File: src/rtl/memsel_decoder.sv
module memsel_decoder #(
  parameter int ADDR_W    = 16,
  parameter int PM_BLK_KB = 8
) (
  input  logic              clk,
  input  logic              rst_n,
  input  logic              addr_vld,
  input  logic [ADDR_W-1:0] addr,
  input  logic              cfg_we,
  input  logic [2:0]        cfg_sel,
  input  logic [ADDR_W-1:0] cfg_base,
  input  logic [ADDR_W-1:0] cfg_mask,
  input  logic              cfg_en,
  output logic [3:0]        pm_sel,
  output logic              ram_sel,
  output logic              iio_sel,
  output logic              pio_sel,
  output logic              cfg_err
);

  localparam int NWIN     = 7;
  localparam int BLK_AW   = $clog2(PM_BLK_KB * 1024);
  localparam int MIN_ONES = ADDR_W - BLK_AW;

  logic [ADDR_W-1:0] base_q [NWIN];
  logic [ADDR_W-1:0] mask_q [NWIN];
  logic [NWIN-1:0]   en_q, act, hit;
  logic              pmode_q;
  logic [NWIN-1:0]   sel_d, sel_q;
  logic              hi_hit, over_any, err_c;

  always_ff @(posedge clk or negedge rst_n) begin
    if (!rst_n) begin
      en_q    <= '0;
      pmode_q <= 1'b0;
      for (int i = 0; i < NWIN; i++) begin
        base_q[i] <= '0;
        mask_q[i] <= '0;
      end
    end else if (cfg_we) begin
      if (cfg_sel == 3'd7) pmode_q <= cfg_en;
      for (int i = 0; i < NWIN; i++)
        if (cfg_sel == 3'(i)) begin
          base_q[i] <= cfg_base;
          mask_q[i] <= cfg_mask;
          en_q[i]   <= cfg_en;
        end
    end
  end

  assign act = {en_q[6] & pmode_q, en_q[5:0]};

  always_comb
    for (int i = 0; i < NWIN; i++)
      hit[i] = act[i] && ((addr & mask_q[i]) == (base_q[i] & mask_q[i]));

  assign hi_hit = |hit[6:4];

  always_comb begin
    sel_d = '0;
    if (addr_vld) begin
      if (hit[4])      sel_d[4] = 1'b1;
      else if (hit[5]) sel_d[5] = 1'b1;
      else if (hit[6]) sel_d[6] = 1'b1;
      else begin
        for (int i = 3; i >= 0; i--)
          if (hit[i]) begin
            sel_d[3:0] = '0;
            sel_d[i]   = 1'b1;
          end
      end
    end
  end

  always_comb begin
    over_any = 1'b0;
    for (int i = 0; i < 4; i++)
      if (en_q[i] && ($countones(mask_q[i]) < MIN_ONES)) over_any = 1'b1;
  end

  always_comb begin
    err_c = over_any;
    for (int i = 0; i < 4; i++)
      for (int j = i + 1; j < 4; j++)
        if (act[i] && act[j] && (((base_q[i] ^ base_q[j]) & mask_q[i] & mask_q[j]) == '0))
          err_c = 1'b1;
    for (int i = 4; i < NWIN; i++)
      for (int j = i + 1; j < NWIN; j++)
        if (act[i] && act[j] && (((base_q[i] ^ base_q[j]) & mask_q[i] & mask_q[j]) == '0))
          err_c = 1'b1;
  end

  always_ff @(posedge clk or negedge rst_n) begin
    if (!rst_n) begin
      sel_q   <= '0;
      cfg_err <= 1'b0;
    end else begin
      sel_q   <= sel_d;
      cfg_err <= err_c;
    end
  end

  assign pm_sel  = sel_q[3:0];
  assign ram_sel = sel_q[4];
  assign iio_sel = sel_q[5];
  assign pio_sel = sel_q[6];

  AST_SEL_ONEHOT: assert property (@(posedge clk) disable iff (!rst_n)
    $onehot0({pio_sel, iio_sel, ram_sel, pm_sel}));
  AST_IDLE_QUIET: assert property (@(posedge clk) disable iff (!rst_n)
    !addr_vld |=> ({pio_sel, iio_sel, ram_sel, pm_sel} == '0));
  AST_PM_YIELDS: assert property (@(posedge clk) disable iff (!rst_n)
    (|pm_sel) |-> !($past(addr_vld) && $past(hi_hit)));
  AST_PIO_MODE: assert property (@(posedge clk) disable iff (!rst_n)
    pio_sel |-> $past(pmode_q));
  AST_OVERSIZE_FLAG: assert property (@(posedge clk) disable iff (!rst_n)
    over_any |=> cfg_err);

endmodule

File: config.mk
export PLATFORM = sky130hd
export DESIGN_NAME = memsel_decoder
export DESIGN_NICKNAME = d
export VERILOG_FILES = /design/src/rtl/memsel_decoder.sv
export SDC_FILE = /design/constraint.sdc
export NUM_CORES = 1
export LEC_CHECK = 0
export ABC_AREA = 1
export BUFFER_PORTS_ARGS = -buffer_cell sky130_fd_sc_hd__buf_2
export CAP_MARGIN = 10
export CORE_ASPECT_RATIO = 1.4
export CORE_MARGIN = 1.5
export CORE_UTILIZATION = 58
export CTS_CLUSTER_DIAMETER = 120
export DETAILED_ROUTE_END_ITERATION = 7
export MAX_ROUTING_LAYER = met4
export PLACE_DENSITY = 0.76
export RECOVER_POWER = 50
export SKIP_LAST_GASP = 1
export SLEW_MARGIN = 30
export SYNTH_ARGS = -nofsm -noshare
export SYNTH_HDL_FRONTEND = slang
export SYNTH_SLANG_ARGS = --single-unit
File: constraint.sdc
create_clock -name clk -period 9.5 [get_ports clk]
set_clock_uncertainty 0.1 [all_clocks]
set_input_delay 0.95 -clock clk [delete_from_list [all_inputs] [get_ports clk]]
set_output_delay 0.95 -clock clk [all_outputs]
set_load 0.01 [all_outputs]
Word-level counts from Yosys, hierarchy flattened
Cells that the tools add are included.
{"block": "word_totals", "regBits": 240, "in_bits": 56, "output_inout_bits": 8, "word_cells": 217}
{"block": "op_classes", "add_sub_neg": 60, "magnitude_cmp": 4, "n_eq_ne": 14, "mux": 26, "bitwise_logic": 42, "reduce_logical": 47}
{"cell": "bitwise AND 16 bit", "count": 32}
{"cell": "logical NOT 16 bit", "count": 9}
{"cell": "XOR 16 bit", "count": 9}
{"cell": "== test 16 bit", "count": 7}
{"cell": "adder 1 x 1 -> 2 bit", "count": 32}
{"cell": "adder 2 x 2 -> 3 bit", "count": 16}
{"cell": "adder 3 x 3 -> 4 bit", "count": 8}
{"cell": "logical AND 1 bit", "count": 29}
{"cell": "two-way mux 4 bit", "count": 7}
{"cell": "adder 4 x 4 -> 5 bit", "count": 4}
{"cell": "less-than comparator 5 x 2 -> 1 bit, second input constant", "count": 4}
{"cell": "two-way mux 1 bit", "count": 17}
{"cell": "AND reduction 2 bit", "count": 8}
{"cell": "== test 3 bit, second input constant", "count": 4}
{"cell": "two-way mux 7 bit", "count": 1}
{"cell": "== test 3 x 2 -> 1 bit, second input constant", "count": 2}
{"cell": "== test 3 x 1 -> 1 bit, second input constant", "count": 1}
{"cell": "logical NOT 3 bit", "count": 1}
{"cell": "two-way mux 2 bit", "count": 1}
{"cell": "bitwise AND 1 bit", "count": 1}

Depth between registers and ports, before layout
{"block": "depth", "ltp_word": 19, "mapped_depth": 20, "depth_no_buf": 20}

Least setup slack after synthesis
Ideal clock, no wire load.
{"block": "synth_path", "path_kind": "reg-to-reg", "from": "reg mask_q[59] (netlist bit)", "to": "reg cfg_err", "setup_time_ps": 125, "arrival_ps": 3669, "t_required_ps": 9275, "setup_slack_ps": 5605, "stages_incl_launch_ff": 21, "n_path_buf": 0, "period_less_slack_ps": 3895, "path_cell_list": "dfrtp_1 inv_1 fa_1 inv_1 fa_1 inv_1 fa_1 fa_1 inv_1 ha_1 fa_1 inv_1 nor2_1 nand2_1 nand2_1 nand3_1 nand2_1 nor2_1 nand2_1 nor2_1 nand3_1"}
{"block": "synth_between", "elab_chain_len": 16, "word_cells_on_any_way": 25, "cone_classes": "add/sub (4); order compare (1); mux (10); bitwise (3); reduce/logical (7)"}
{"item": "start, declared", "line": "26", "text": "logic [ADDR_W-1:0] mask_q [NWIN];"}
{"item": "start signal, assigned by index", "line": "45", "text": "mask_q[i] <= cfg_mask;"}
{"item": "adder 1 x 1 -> 2 bit (implied by the code)", "line": "78", "text": "if (en_q[i] && ($countones(mask_q[i]) < MIN_ONES)) over_any = 1'b1;"}
{"item": "adder 2 x 2 -> 3 bit (implied by the code)", "line": "78"}
{"item": "adder 3 x 3 -> 4 bit (implied by the code)", "line": "78"}
{"item": "adder 4 x 4 -> 5 bit (implied by the code)", "line": "78"}
{"item": "less-than comparator 5 x 2 -> 1 bit", "line": "78"}
{"item": "logical AND 1 bit", "line": "78"}
{"item": "two-way mux 1 bit", "line": "78"}
{"item": "two-way mux 1 bit (5 in a row)", "line": "85", "text": "if (act[i] && act[j] && (((base_q[i] ^ base_q[j]) & mask_q[i] & mask_q[j]) == '0))"}
{"item": "two-way mux 1 bit (*)", "line": "85"}
{"item": "two-way mux 1 bit (*) (3 in a row)", "line": "89", "text": "if (act[i] && act[j] && (((base_q[i] ^ base_q[j]) & mask_q[i] & mask_q[j]) == '0))"}
{"item": "named net err_c", "line": "30", "text": "logic hi_hit, over_any, err_c;"}
{"item": "end signal, assigned", "line": "99", "text": "cfg_err <= err_c;"}
{"item": "end, declared", "line": "18", "text": "output logic cfg_err"}
The timed path passes the listed nets; every way through them passes the cells marked *.
A chain may end at the register's enable or synchronous reset.

Final worst setup path
Same ends and word-level chain as after synthesis.

==> results_dict.tcl <==
set metrics [dict create \
    ys_ff_latch 240 \
    grt_max_degree 108 \
    worstPathArrival_ps 4540 \
    cts.sinks 240 \
    synth_edf_count 0 \
    place_area_um2 15700 \
    drc_errors 0 \
    cap_violations 5 \
    final_util_pct 63.4 \
    n_fill_cell 2407 \
    tns_ps 0 \
    slew_headroom_pct -116 \
    drt_iter0_markers 1528 \
    finalWirelength_mm 50.5 \
    die_h_um 195 \
    pin_count 64 \
    nets 2271 \
    drtAntennaViolNets 0 \
    cts-root-buf "clkbuf_16" \
    avgSynthCellArea_um2 7.15 \
    powerDensity_nw_per_um2 258 \
    h-tree-depth 1 \
    cp_data_required_time_ps 9820 \
    grt_pass1_vias 13700 \
    ys_async_sr_fraction_pct 100 \
    grt_pass1_wl_mm 78.1 \
    p_leak_nw 8.32 \
    synth_area_leaders "dfrtp_1 (39%), nand2_1 (16%), o21ai_0 (9.0%), inv_1 (6.9%), fa_1 (5.2%)" \
    vias 14600 \
    numCtsBuffers 24 \
    timing.hold.ws_ps 364 \
    violations "max-capacitance violations, max-slew violations" \
    start_kind "flip-flop" \
    dp_hpwl_mm 38.4 \
    synth_nets 2250 \
    hold_viol 0 \
    cts_resized 0 \
    io_buffer_count 63 \
    fin_area_um2 16500 \
    tritoncts "done" \
    cts_setup_buffers 0 \
    ys.flop_type "dfrtp_1" \
    path_max_fanout 4 \
    yosys.area.top_type_share_pct 39.3 \
    peakVddDrop_mv 0.159 \
    syn_area_um2 15300 \
    fin_crit_ps 4220 \
    grt_use_total_pct 38.9 \
    finalSetupViolCount 0 \
    insertion_delay_ps 550 \
    die_w_um 140 \
    hold_class "in2async" \
    wl_per_cell_um 20.2 \
    core.rowCount 70 \
    critPathCaptureType "flip-flop" \
    slew_violations 331 \
    regArea_um2 6010 \
    vias_per_cell 5.84 \
    synthTopCellsByCount "nand2_1 (638), inv_1 (279), o21ai_0 (276)" \
    yosysWarningCount 0 \
    firstDrtPassIters 6 \
    max_freq_ghz 0.237 \
    synth_top_area_cell "dfrtp_1" \
    cts_hold_buf 0 \
    rsz0062_at_grt "no" \
    final_cells 2495 \
    yosys.cell_types.count 32 \
    clk_pin_slew_worst_paths_ps 70 \
    crit_type "reg2reg" \
    gp_congestion 1.10 \
    initial_core_util_pct 58.7 \
    yosysMostFrequentCell "nand2_1" \
    area_growth_pct 7.99 \
    status "complete, but fails checks" \
    dp.cells 2453 \
    timing.final.crit_share_pct 44.4 \
    grt_overflow_total 0 \
    yosysSeqAreaShare_pct 39.3 \
    antenna_found_initial 0 \
    diodes 0 \
    multi_input_area_um2 7760 \
    drive_gt1_share_pct 6.40 \
    tightestPinTransition_ps 3240 \
    dieArea_um2 27300 \
    coreArea_um2 26000 \
    synth_cells 2134 \
    cts.path.max_buffers 3 \
]
[worst paths after layout]
kind / to / cells after the start / startpoint / slack, ps
min reg2reg: mask_q[77] / 2 / mask_q[77] / 420
min in group clk: mask_q[77] / 2 / mask_q[77] / 420
min: mask_q[77] / 1 / rst_n / 360
max: cfg_err / 20 / mask_q[59] / 5280
max in group asynchronous: base_q[38] / 2 / rst_n / 7490
max reg2reg: cfg_err / 20 / mask_q[59] / 5280
[kinds of logic (layout without fill, tap and decap cells)]
group	Yosys count	count (layout)	share of synthesized area, %
simple gates	1005	1005	28.4
compound gates	459	459	15.4
buf+inv	369	406	9.86
flops	240	240	39.3
fa+ha+maj	60	60	6.89
xor+xnor	1	1	0.0574
[layer usage]
layer	part of all wire, %	wire, µm	GRT usage, %	up-vias
met5	0	0	-	-
met4	6.0	3040	21.1	0
met3	6.8	3430	4.14	137
met2	48	24300	63.4	616
met1	39	19700	47.8	6860
li1	-	-	-	6967
[critical path, cell delays in order, from the launching register on]
cell and delay [ps]:
dfrtp_1 390, inv_1 100, fa_1 580, inv_1 60, fa_1 470, inv_1 70
fa_1 470, fa_1 480, inv_1 40, ha_1 200, fa_1 430, inv_1 80
nor2_1 40, nand2_1 40, nand2_1 50, nand3_1 70, nand2_1 50, nor2_1 110
nand2_1 70, nor2_1 100, nand3_1 90
[power breakdown]
group | internal, mW | switching (mW) | total [mW] | leakage [nW]
Combinational | 0.664 | 1.05 | 1.72 | 4.88
Sequential | 1.21 | 0.301 | 1.51 | 3.03
Clock | 0.595 | 0.421 | 1.02 | 0.409
[cell usage in the layout, fill, tap and decap left out, types with 20 or more instances in the layout]
master and instances:
a21oi_1 133, buf_2 59, clkbuf_16 25, dfrtp_1 240
fa_1 40, ha_1 20, inv_1 279, nand2_1 635
nand3_1 128, nand3b_1 38, nand4_1 66, nor2_1 111
o21ai_0 283, o21ai_1 21
[through the flow]
stage / worst slack, ps / total power, mW
6_report: 5280 / 4.25
4_1_cts: 5270 / 4.23
5_1_grt: 5050 / 4.59
3_3_place_gp: 5320 / 3.13
2_1_floorplan: 5610 / 2.67
3_5_place_dp: 5270 / 3.21
[registers in the layout (all words and copies together), names as in the netlist]
signal   flops
sel_q        7
en_q         7
cfg_err      1
mask_q     112
base_q     112
pmode_q      1
[layout make-up]
| type | instances | share of cell area [%] |
|---|---|---|
| Timing Repair Buffer | 72 | 2.25 |
| Tap cell | 324 | 2.46 |
| Multi-Input combinational cell | 1525 | 47.1 |
| Inverter | 292 | 6.71 |
| Sequential cell | 240 | 36.4 |
| Clock buffer | 36 | 4.53 |
| Clock inverter | 6 | 0.524 |
No activity file was read; power rests on OpenSTA's default activity.
